$ cat config.mk
export PLATFORM = sky130hd
export DESIGN_NAME = erased_page_detect
export DESIGN_NICKNAME = d
export VERILOG_FILES = /design/src/rtl/epd_pkg.sv /design/src/rtl/epd_zero_count.sv /design/src/rtl/epd_classify.sv /design/src/rtl/epd_regs.sv /design/src/rtl/erased_page_detect.sv
export SDC_FILE = /design/constraint.sdc
export NUM_CORES = 1
export LEC_CHECK = 0
export ABC_AREA = 0
export BUFFER_PORTS_ARGS = -buffer_cell sky130_fd_sc_hd__buf_2
export CAP_MARGIN = 20
export CELL_PAD_IN_SITES_DETAIL_PLACEMENT = 1
export CELL_PAD_IN_SITES_GLOBAL_PLACEMENT = 2
export CORE_ASPECT_RATIO = 1.75
export CORE_MARGIN = 2
export CORE_UTILIZATION = 33
export DETAILED_ROUTE_END_ITERATION = 10
export GPL_ROUTABILITY_DRIVEN = 0
export PLACE_DENSITY = 0.89
export SYNTH_ARGS = -nofsm -noshare
export SYNTH_HDL_FRONTEND = slang
export SYNTH_HIERARCHICAL = 1
export SYNTH_SLANG_ARGS = --single-unit
$ cat constraint.sdc
create_clock -name clk -period 12.9 [get_ports clk]
set_input_delay 2.58 -clock clk [delete_from_list [all_inputs] [get_ports clk]]
set_output_delay 2.58 -clock clk [all_outputs]
set_load 0.01 [all_outputs]
$ cat src/rtl/epd_pkg.sv
package epd_pkg;
    localparam int THR_W   = 16;
    localparam int STR_W   = 5;
    localparam int THR_LSB = 16;
    localparam int BIT_UNC = 0;
    localparam int BIT_ER  = 16;

    localparam logic [1:0] ADDR_CFG  = 2'd0;
    localparam logic [1:0] ADDR_STAT = 2'd1;
    localparam logic [1:0] ADDR_EN   = 2'd2;

    localparam logic [THR_W-1:0] THR_RST = 16'd1;

    typedef enum logic [1:0] {
        ST_IDLE,
        ST_ACCUM,
        ST_DECIDE
    } epd_state_e;
endpackage

$ cat src/rtl/epd_zero_count.sv
module epd_zero_count #(
    parameter int DATA_W = 8,
    parameter int CNT_W  = 16
) (
    input  logic              clk,
    input  logic              rst_n,
    input  logic              load,
    input  logic              add,
    input  logic [DATA_W-1:0] data,
    output logic [CNT_W-1:0]  cnt
);
    localparam int ZW = $clog2(DATA_W + 1);
    localparam logic [CNT_W-1:0] CNT_MAX = {CNT_W{1'b1}};

    logic [ZW-1:0]    zeros;
    logic [CNT_W-1:0] base;
    logic [CNT_W:0]   sum;
    logic [CNT_W-1:0] cnt_q;

    always_comb begin
        zeros = '0;
        for (int i = 0; i < DATA_W; i++) begin
            zeros = zeros + {{(ZW-1){1'b0}}, ~data[i]};
        end
        base = load ? '0 : cnt_q;
        sum  = {1'b0, base} + {{(CNT_W+1-ZW){1'b0}}, zeros};
    end

    always_ff @(posedge clk) begin
        if (!rst_n) begin
            cnt_q <= '0;
        end else if (load || add) begin
            cnt_q <= sum[CNT_W] ? CNT_MAX : sum[CNT_W-1:0];
        end
    end

    assign cnt = cnt_q;

    AST_NO_WRAP: assert property (@(posedge clk) disable iff (!rst_n)
        (add && !load && cnt_q == CNT_MAX) |=> (cnt_q == CNT_MAX));
endmodule

$ cat src/rtl/epd_classify.sv
module epd_classify
    import epd_pkg::*;
#(
    parameter int CNT_W = 16
) (
    input  logic             clk,
    input  logic             rst_n,
    input  logic             byte_valid,
    input  logic             page_start,
    input  logic             page_end,
    input  logic             ecc_uncorr,
    input  logic [CNT_W-1:0] cnt,
    input  logic [THR_W-1:0] thr,
    output logic             in_page,
    output logic             set_er,
    output logic             set_unc
);
    epd_state_e state_q, state_d;
    logic       below;

    always_comb begin
        state_d = state_q;
        unique case (state_q)
            ST_IDLE: begin
                if (byte_valid && page_start)
                    state_d = page_end ? ST_DECIDE : ST_ACCUM;
            end
            ST_ACCUM: begin
                if (byte_valid && page_end)
                    state_d = ST_DECIDE;
            end
            ST_DECIDE: begin
                if (byte_valid && page_start)
                    state_d = page_end ? ST_DECIDE : ST_ACCUM;
                else
                    state_d = ST_IDLE;
            end
            default: state_d = ST_IDLE;
        endcase
    end

    always_ff @(posedge clk) begin
        if (!rst_n) state_q <= ST_IDLE;
        else        state_q <= state_d;
    end

    always_comb begin
        below   = ({{(THR_W > CNT_W ? THR_W - CNT_W : 0){1'b0}}, cnt} < thr);
        in_page = (state_q == ST_ACCUM);
        set_er  = 1'b0;
        set_unc = 1'b0;
        if (state_q == ST_DECIDE) begin
            set_er  = ecc_uncorr && below;
            set_unc = ecc_uncorr && !below;
        end
    end

    AST_DECIDE_AFTER_END: assert property (@(posedge clk) disable iff (!rst_n)
        (state_q == ST_DECIDE) |-> $past(byte_valid && page_end));
endmodule

$ cat src/rtl/epd_regs.sv
module epd_regs
    import epd_pkg::*;
(
    input  logic             clk,
    input  logic             rst_n,
    input  logic             reg_we,
    input  logic [1:0]       reg_addr,
    input  logic [31:0]      reg_wdata,
    input  logic             set_er,
    input  logic             set_unc,
    output logic [31:0]      reg_rdata,
    output logic [THR_W-1:0] thr,
    output logic [1:0]       stat,
    output logic             irq
);
    logic [STR_W-1:0] str_q;
    logic [THR_W-1:0] thr_q;
    logic [1:0]       stat_q;
    logic [1:0]       en_q;
    logic [1:0]       wclr;
    logic             unused_wdata;

    assign unused_wdata = ^reg_wdata[15:STR_W];
    assign wclr = (reg_we && reg_addr == ADDR_STAT) ?
                  {reg_wdata[BIT_ER], reg_wdata[BIT_UNC]} : 2'b00;

    always_ff @(posedge clk) begin
        if (!rst_n) begin
            str_q  <= '0;
            thr_q  <= THR_RST;
            stat_q <= '0;
            en_q   <= '0;
        end else begin
            if (reg_we && reg_addr == ADDR_CFG) begin
                str_q <= reg_wdata[STR_W-1:0];
                thr_q <= reg_wdata[THR_LSB +: THR_W];
            end
            if (reg_we && reg_addr == ADDR_EN)
                en_q <= {reg_wdata[BIT_ER], reg_wdata[BIT_UNC]};
            stat_q <= (stat_q & ~wclr) | {set_er, set_unc};
        end
    end

    always_comb begin
        reg_rdata = '0;
        unique case (reg_addr)
            ADDR_CFG: begin
                reg_rdata[STR_W-1:0]         = str_q;
                reg_rdata[THR_LSB +: THR_W]  = thr_q;
            end
            ADDR_STAT: begin
                reg_rdata[BIT_UNC] = stat_q[0];
                reg_rdata[BIT_ER]  = stat_q[1];
            end
            ADDR_EN: begin
                reg_rdata[BIT_UNC] = en_q[0];
                reg_rdata[BIT_ER]  = en_q[1];
            end
            default: reg_rdata = '0;
        endcase
    end

    assign thr  = thr_q;
    assign stat = stat_q;
    assign irq  = |(stat_q & en_q);

    AST_STICKY_UNC: assert property (@(posedge clk) disable iff (!rst_n)
        (stat_q[0] && !(reg_we && reg_addr == ADDR_STAT && reg_wdata[BIT_UNC]))
        |=> stat_q[0]);
    AST_W1C_ER: assert property (@(posedge clk) disable iff (!rst_n)
        (reg_we && reg_addr == ADDR_STAT && reg_wdata[BIT_ER] && !set_er)
        |=> !stat_q[1]);
endmodule

$ cat src/rtl/erased_page_detect.sv
module erased_page_detect
    import epd_pkg::*;
#(
    parameter int DATA_W = 8,
    parameter int CNT_W  = THR_W
) (
    input  logic              clk,
    input  logic              rst_n,
    input  logic              byte_valid,
    input  logic [DATA_W-1:0] byte_data,
    input  logic              page_start,
    input  logic              page_end,
    input  logic              ecc_uncorr,
    input  logic              reg_we,
    input  logic [1:0]        reg_addr,
    input  logic [31:0]       reg_wdata,
    output logic [31:0]       reg_rdata,
    output logic              irq
);
    logic [CNT_W-1:0] cnt;
    logic [THR_W-1:0] thr;
    logic [1:0]       stat;
    logic             in_page, set_er, set_unc;
    logic             load, add;

    assign load = byte_valid && page_start;
    assign add  = byte_valid && in_page;

    epd_zero_count #(.DATA_W(DATA_W), .CNT_W(CNT_W)) u_cnt (
        .clk(clk), .rst_n(rst_n), .load(load), .add(add),
        .data(byte_data), .cnt(cnt)
    );

    epd_classify #(.CNT_W(CNT_W)) u_fsm (
        .clk(clk), .rst_n(rst_n), .byte_valid(byte_valid),
        .page_start(page_start), .page_end(page_end),
        .ecc_uncorr(ecc_uncorr), .cnt(cnt), .thr(thr),
        .in_page(in_page), .set_er(set_er), .set_unc(set_unc)
    );

    epd_regs u_regs (
        .clk(clk), .rst_n(rst_n), .reg_we(reg_we), .reg_addr(reg_addr),
        .reg_wdata(reg_wdata), .set_er(set_er), .set_unc(set_unc),
        .reg_rdata(reg_rdata), .thr(thr), .stat(stat), .irq(irq)
    );

    AST_ERASED_NEEDS_UNCORR: assert property (@(posedge clk) disable iff (!rst_n)
        $rose(stat[1]) |-> $past(ecc_uncorr));
    AST_UNC_NEEDS_UNCORR: assert property (@(posedge clk) disable iff (!rst_n)
        $rose(stat[0]) |-> $past(ecc_uncorr));
    AST_ONE_OUTCOME: assert property (@(posedge clk) disable iff (!rst_n)
        !($rose(stat[0]) && $rose(stat[1])));
endmodule

== Word-level counts from Yosys, hierarchy flattened ==
Index checks and enable logic that the tools add are counted.

* $add $sub $neg: 8
* Magnitude comparators: 1
* Eq/ne operators: 6
* Mux-type cells: 14
* Bitwise gates (word level): 12
* Reduce and logical (&&, ||, !) cells: 14

{| class="wikitable"
|+ Operator list
! operator !! count
|-
| two-way mux 16 bit || 2
|-
| adder 4 x 1 -> 4 bit || 6
|-
| adder 16 x 4 -> 17 bit || 1
|-
| < comparator 16 bit || 1
|-
| two-way mux 15 bit || 1
|-
| two-way mux 2 bit || 5
|-
| logical AND 1 bit || 8
|-
| NOT 1 bit || 8
|-
| case mux 1 bit (3 select lines) || 2
|-
| case mux 2 bit (3 select lines) || 1
|-
| AND 2 bit || 2
|-
| == test 2 x 1 -> 1 bit (second input constant) || 2
|-
| == test 2 bit (second input constant) || 2
|-
| logical NOT 2 bit || 2
|-
| two-way mux 4 bit || 1
|-
| adder 1 x 1 -> 2 bit || 1
|-
| two-way mux 1 bit || 2
|-
| inequality test 2 x 1 -> 1 bit (second input constant) || 1
|-
| inequality test 2 bit (second input constant) || 1
|-
| NOT 2 bit || 1
|-
| OR 2 bit || 1
|-
| AND reduction 2 bit || 1
|-
| OR reduction 2 bit || 1
|-
| logical NOT 1 bit || 1
|-
| logical OR 1 bit || 1
|}

* Register bits: 43
* Bits of input ports: 49
* Logic and storage cells: 61

== Longest topological paths before layout ==
* Depth after elaboration: 10
* Gate-level depth with buffers: 18

== Cells and area by module ==
The synthesis kept the hierarchy.

{| class="wikitable"
|+ Modules (own cells, without submodules)
! module !! instances !! cells an instance !! area each (um2) !! sequential area each (um2)
|-
| epd_regs || 1 || 150 || 1,307.5 || 500.5
|-
| epd_zero_count || 1 || 137 || 1,214.9 || 320.3
|-
| epd_classify || 1 || 63 || 505.5 || 40.0
|-
| erased_page_detect || 1 || 2 || 12.5 || 0.0
|}

== Least setup slack after synthesis ==
OpenSTA, ideal clock, no wires.

* Kind: input -> register
* Start point: input byte_valid
* End point: register u_cnt.cnt_q[11], in the netlist u_cnt/cnt[11]
* Arrival: 6.546 ns
* Data required time: 12.821 ns
* Slack: 6.275 ns
* Stages: 18
* Buffers on the path: 3
* Cells stage by stage: and2_1 -> clkbuf_8 -> clkbuf_1 -> nand2b_1 -> fa_1 -> inv_1 -> fa_1 -> fa_1 -> inv_1 -> fa_1 -> inv_1 -> fa_1 -> and3_4 -> o21ai_2 -> or3_1 -> buf_6 -> and3_1 -> a211oi_2

* Word-level cells in the longest chain between the ends: 4
* Elaborated cells on any way between the ends: 6

{| class="wikitable"
|+ Ends and longest elaborated chain
! item !! line !! text
|-
| start: declaration || erased_page_detect.sv:9 || <nowiki>input logic byte_valid,</nowiki>
|-
| logical AND 1 bit || erased_page_detect.sv:26 || <nowiki>assign load = byte_valid && page_start;</nowiki>
|-
| two-way mux 16 bit || epd_zero_count.sv:25 || <nowiki>base = load ? '0 : cnt_q;</nowiki>
|-
| adder 16 x 4 -> 17 bit || epd_zero_count.sv:26 || <nowiki>sum = {1'b0, base} + {{(CNT_W+1-ZW){1'b0}}, zeros};</nowiki>
|-
| two-way mux 16 bit || epd_zero_count.sv:33 || <nowiki>cnt_q <= sum[CNT_W] ? CNT_MAX : sum[CNT_W-1:0];</nowiki>
|-
| end signal: assignment || epd_zero_count.sv:33 ||
|-
| end: declaration || epd_zero_count.sv:18 || <nowiki>logic [CNT_W-1:0] cnt_q;</nowiki>
|}

Parallel ways exist; a longest one is shown, timed or not.
A chain may end at the register's enable or synchronous reset.

== Worst setup path after layout ==
* Start point: input byte_valid
* End point: register u_cnt.cnt_q[11], in the netlist u_cnt/cnt[11]

* Word-level cells in the longest chain between the ends: 4
* Elaborated cells on any way between the ends: 6

{| class="wikitable"
|+ Ends and longest elaborated chain
! item !! line !! text
|-
| logical AND 1 bit * || erased_page_detect.sv:26 ||
|-
| net load || erased_page_detect.sv:24 || <nowiki>logic load, add;</nowiki>
|-
| two-way mux 16 bit || epd_zero_count.sv:25 ||
|-
| adder 16 x 4 -> 17 bit || epd_zero_count.sv:26 ||
|-
| two-way mux 16 bit || epd_zero_count.sv:33 ||
|}

Mark *: on every way through the listed nets, which the timed path passes. The rest lies on a longest branch.

==> impl_metrics.env <==
export IMPL_status="finished, final reports clean"
export IMPL_cp_max_fo=20
export IMPL_slowest_stage="nor3_2"
export IMPL_critPathKind="input pin to flop"
export IMPL_clk_path_buf_depth=2
export IMPL_hold_buffers=0
export IMPL_worstPathArrival_ps=6780
export IMPL_ir_drop_mv=0.0633
export IMPL_drt_pre_antenna_iters=4
export IMPL_met2_usage_pct=32.7
export IMPL_initial_utilization_pct=33.6
export IMPL_insertion_delay_ps=290
export IMPL_layout_worst_path_cycle_share_pct=50.9
export IMPL_ctsResizeCount=0
export IMPL_ant_nets=0
export IMPL_grt_overflow_total=0
export IMPL_ys_warn_count=6
export IMPL_clock_skew_ps=2.47
export IMPL_maxCapViolCount=0
export IMPL_syn_area_um2=3040
export IMPL_n_antenna_cell=0
export IMPL_async_flop_share_pct=0
export IMPL_totalWireLength_um=8120
export IMPL_power_density_nw_per_um2=97.8
export IMPL_syn_inst=352
export IMPL_cp_required_ps=13110
export IMPL_setup_tns_final_ps=0
export IMPL_die_x_um=76.6
export IMPL_use_met3_pct=1.92
export IMPL_vias=2650
export IMPL_synth_edf_count=0
export IMPL_min_path_type="flop to flop"
export IMPL_postCtsSetupBuffers=0
export IMPL_top_usage_layer="met2"
export IMPL_n_fill_cell=1113
export IMPL_dp_hpwl_um=6280
export IMPL_path_clk_slew_ps=60
export IMPL_ys_flop_type="dfxtp_1"
export IMPL_period_minus_slack_ps=6560
export IMPL_rsz0062_at_grt="false"
export IMPL_p_switching_mw=0.0936
export IMPL_antenna_found_initial=0
export IMPL_grt_max_degree=63
export IMPL_viasPerCell=5.06
export IMPL_clockPowerShare_pct=39.2
export IMPL_placed_cells=515
export IMPL_core_area_um2=9040
export IMPL_max_slew_margin_pct=61.9
export IMPL_drive_gt1_share_pct=23.3
export IMPL_cp_slowest_stage_delay_ps=520
export IMPL_drv_slew=0
export IMPL_cts_tree="yes"
export IMPL_nets=478
export IMPL_area_growth_pct=15.5
export IMPL_final_cells=524
export IMPL_synth_avg_cell_area_um2=8.64
export IMPL_dieHeight_um=131
export IMPL_grt_pass1_wl_um=13400
export IMPL_cts_buffers=5
export IMPL_cts_sinks=43
export IMPL_setup_viol=0
export IMPL_cp_cell_sequence="buf_2, and2_1, buf_4, nand2b_1, fa_1, inv_1, fa_1, fa_1, inv_1, fa_1, inv_1, fa_1, and3_4, o21ai_2, nor3_2, o21ai_0, a211oi_2"
export IMPL_intPower_mw=0.250
export IMPL_leakage_nw=1.58
export IMPL_grt_use_total_pct=16.8
export IMPL_tightest_slew_ps=568
export IMPL_std_cell_rows=46
export IMPL_avgRoutedWirePerCell_um=15.5
export IMPL_hold_viol=0
export IMPL_ys_types=65
export IMPL_cp_start_kind="input pin"
export IMPL_drcViolationCount=0
export IMPL_die_area_um2=10000
export IMPL_ys_ff_latch=43
export IMPL_p_sw_share_pct=27.3
export IMPL_drt_initial_drc_count=93
export IMPL_fmax_mhz=152
export IMPL_combinationalPowerShare_pct=19.7
export IMPL_io_pins=82
export IMPL_cp_end_kind="flop"
export IMPL_path_common_cell="fa_1"
export IMPL_met1_usage_pct=17.3
export IMPL_htree_levels=2
export IMPL_root_buffer="clkbuf_16"
export IMPL_grt_pass1_vias=2809
export IMPL_portBuffers=59
export IMPL_yosysSeqAreaShare_pct=28.3
export IMPL_seq_power_share_pct=41.1
==> kinds of logic after synthesis <==
| group | count (synthesis) | synth area share (%) |
|---|---|---|
| adders and majority gates | 26 | 11.9 |
| other | 1 | 0.123 |
| buffers and inverters | 56 | 10.1 |
| muxes | 26 | 8.56 |
| and+or+nand+nor | 134 | 24.8 |
| AOI/OAI and AO/OA | 64 | 15.6 |
| DFF | 43 | 28.3 |
| xor gates and xnor gates | 2 | 0.576 |
==> registers in the layout (all words and copies together), names as in the netlist <==
name           flops
u_regs/str_q       5
u_regs/stat        2
u_cnt/cnt         16
u_regs/en_q        2
u_regs/thr        16
u_fsm/state_q      2
==> critical path, delay by kind of cell <==
kind | cells | cell delay, ps
buf+inv | 5 | 500
simple gates | 4 | 1060
compound gates | 3 | 550
fa+ha+maj | 5 | 2070
==> cells in the mapped netlist, drive strengths merged (3+ instances only) <==
cell / n / area (um^2)
a31oi: 13 / 81.3
nand2b: 5 / 31.3
nand3: 3 / 20.0
nor2: 11 / 48.8
o211ai: 3 / 22.5
nand3b: 3 / 22.5
fa: 5 / 100
nor2b: 8 / 52.6
nand2: 53 / 199
nand4: 3 / 18.8
a21oi: 8 / 40.0
and3: 10 / 75.1
and2: 23 / 144
dfxtp: 43 / 861
inv: 28 / 105
buf: 22 / 170
clkbuf: 6 / 32.5
ha: 21 / 263
o221a: 3 / 33.8
o21ai: 13 / 68.8
o21a: 3 / 22.5
mux2i: 26 / 260
==> cell usage in the layout, fill, tap and decap left out, types with 10 or more instances in the layout <==
master,count
mux2i_1,26
buf_2,59
and2_1,23
nand2_1,53
nor2_1,10
a31oi_1,13
inv_1,28
o21ai_0,11
ha_1,21
conb_1,11
dfxtp_1,43
==> worst paths after layout <==
check                   from               to  slack, ps  cells past startpoint
min reg2reg  u_regs/str_q[4]  u_regs/str_q[4]        450                      2
min          u_regs/str_q[4]  u_regs/str_q[4]        450                      2
max               byte_valid    u_cnt/cnt[11]       6340                     17
max reg2reg     u_cnt/cnt[0]    u_cnt/cnt[11]       8820                     14
==> power by group through the flow <==
stage / Combinational (mW) / Clock, mW / Sequential, mW
floorplan: 0.0507 / 0 / 0.142
global placement: 0.0645 / 0 / 0.144
detailed placement: 0.0665 / 0 / 0.144
CTS: 0.0680 / 0.139 / 0.141
global route: 0.0784 / 0.141 / 0.142
finish: 0.0676 / 0.135 / 0.141
==> per-stage QoR <==
step,utilization (%),total power [mW],hold WS [ps],instance area (um^2),setup WS (ps)
2_1_floorplan,-,0.193,430,3080,6280
3_3_place_gp,36.9,0.209,438,3340,6090
3_5_place_dp,36.9,0.211,448,3340,6010
4_1_cts,38.6,0.348,456,3490,6330
5_1_grt,38.9,0.362,475,3510,6080
6_report,38.9,0.343,455,3510,6340
==> area by class of cell <==
type / count / area [um^2] / share of cell area [%]
Tap cell: 120 / 150 / 4.28
Inverter: 28 / 105 / 2.99
Clock buffer: 8 / 156 / 4.45
Multi-Input combinational cell: 263 / 1910 / 54.4
Timing Repair Buffer: 62 / 330 / 9.41
Sequential cell: 43 / 861 / 24.5
==> per-layer routing <==
metal	up-vias	wire length, um
li1	1301	-
met1	1270	3060
met3	16	235
met2	63	4480
met4	0	338
met5	-	0
(Power assumes the default switching activity.)
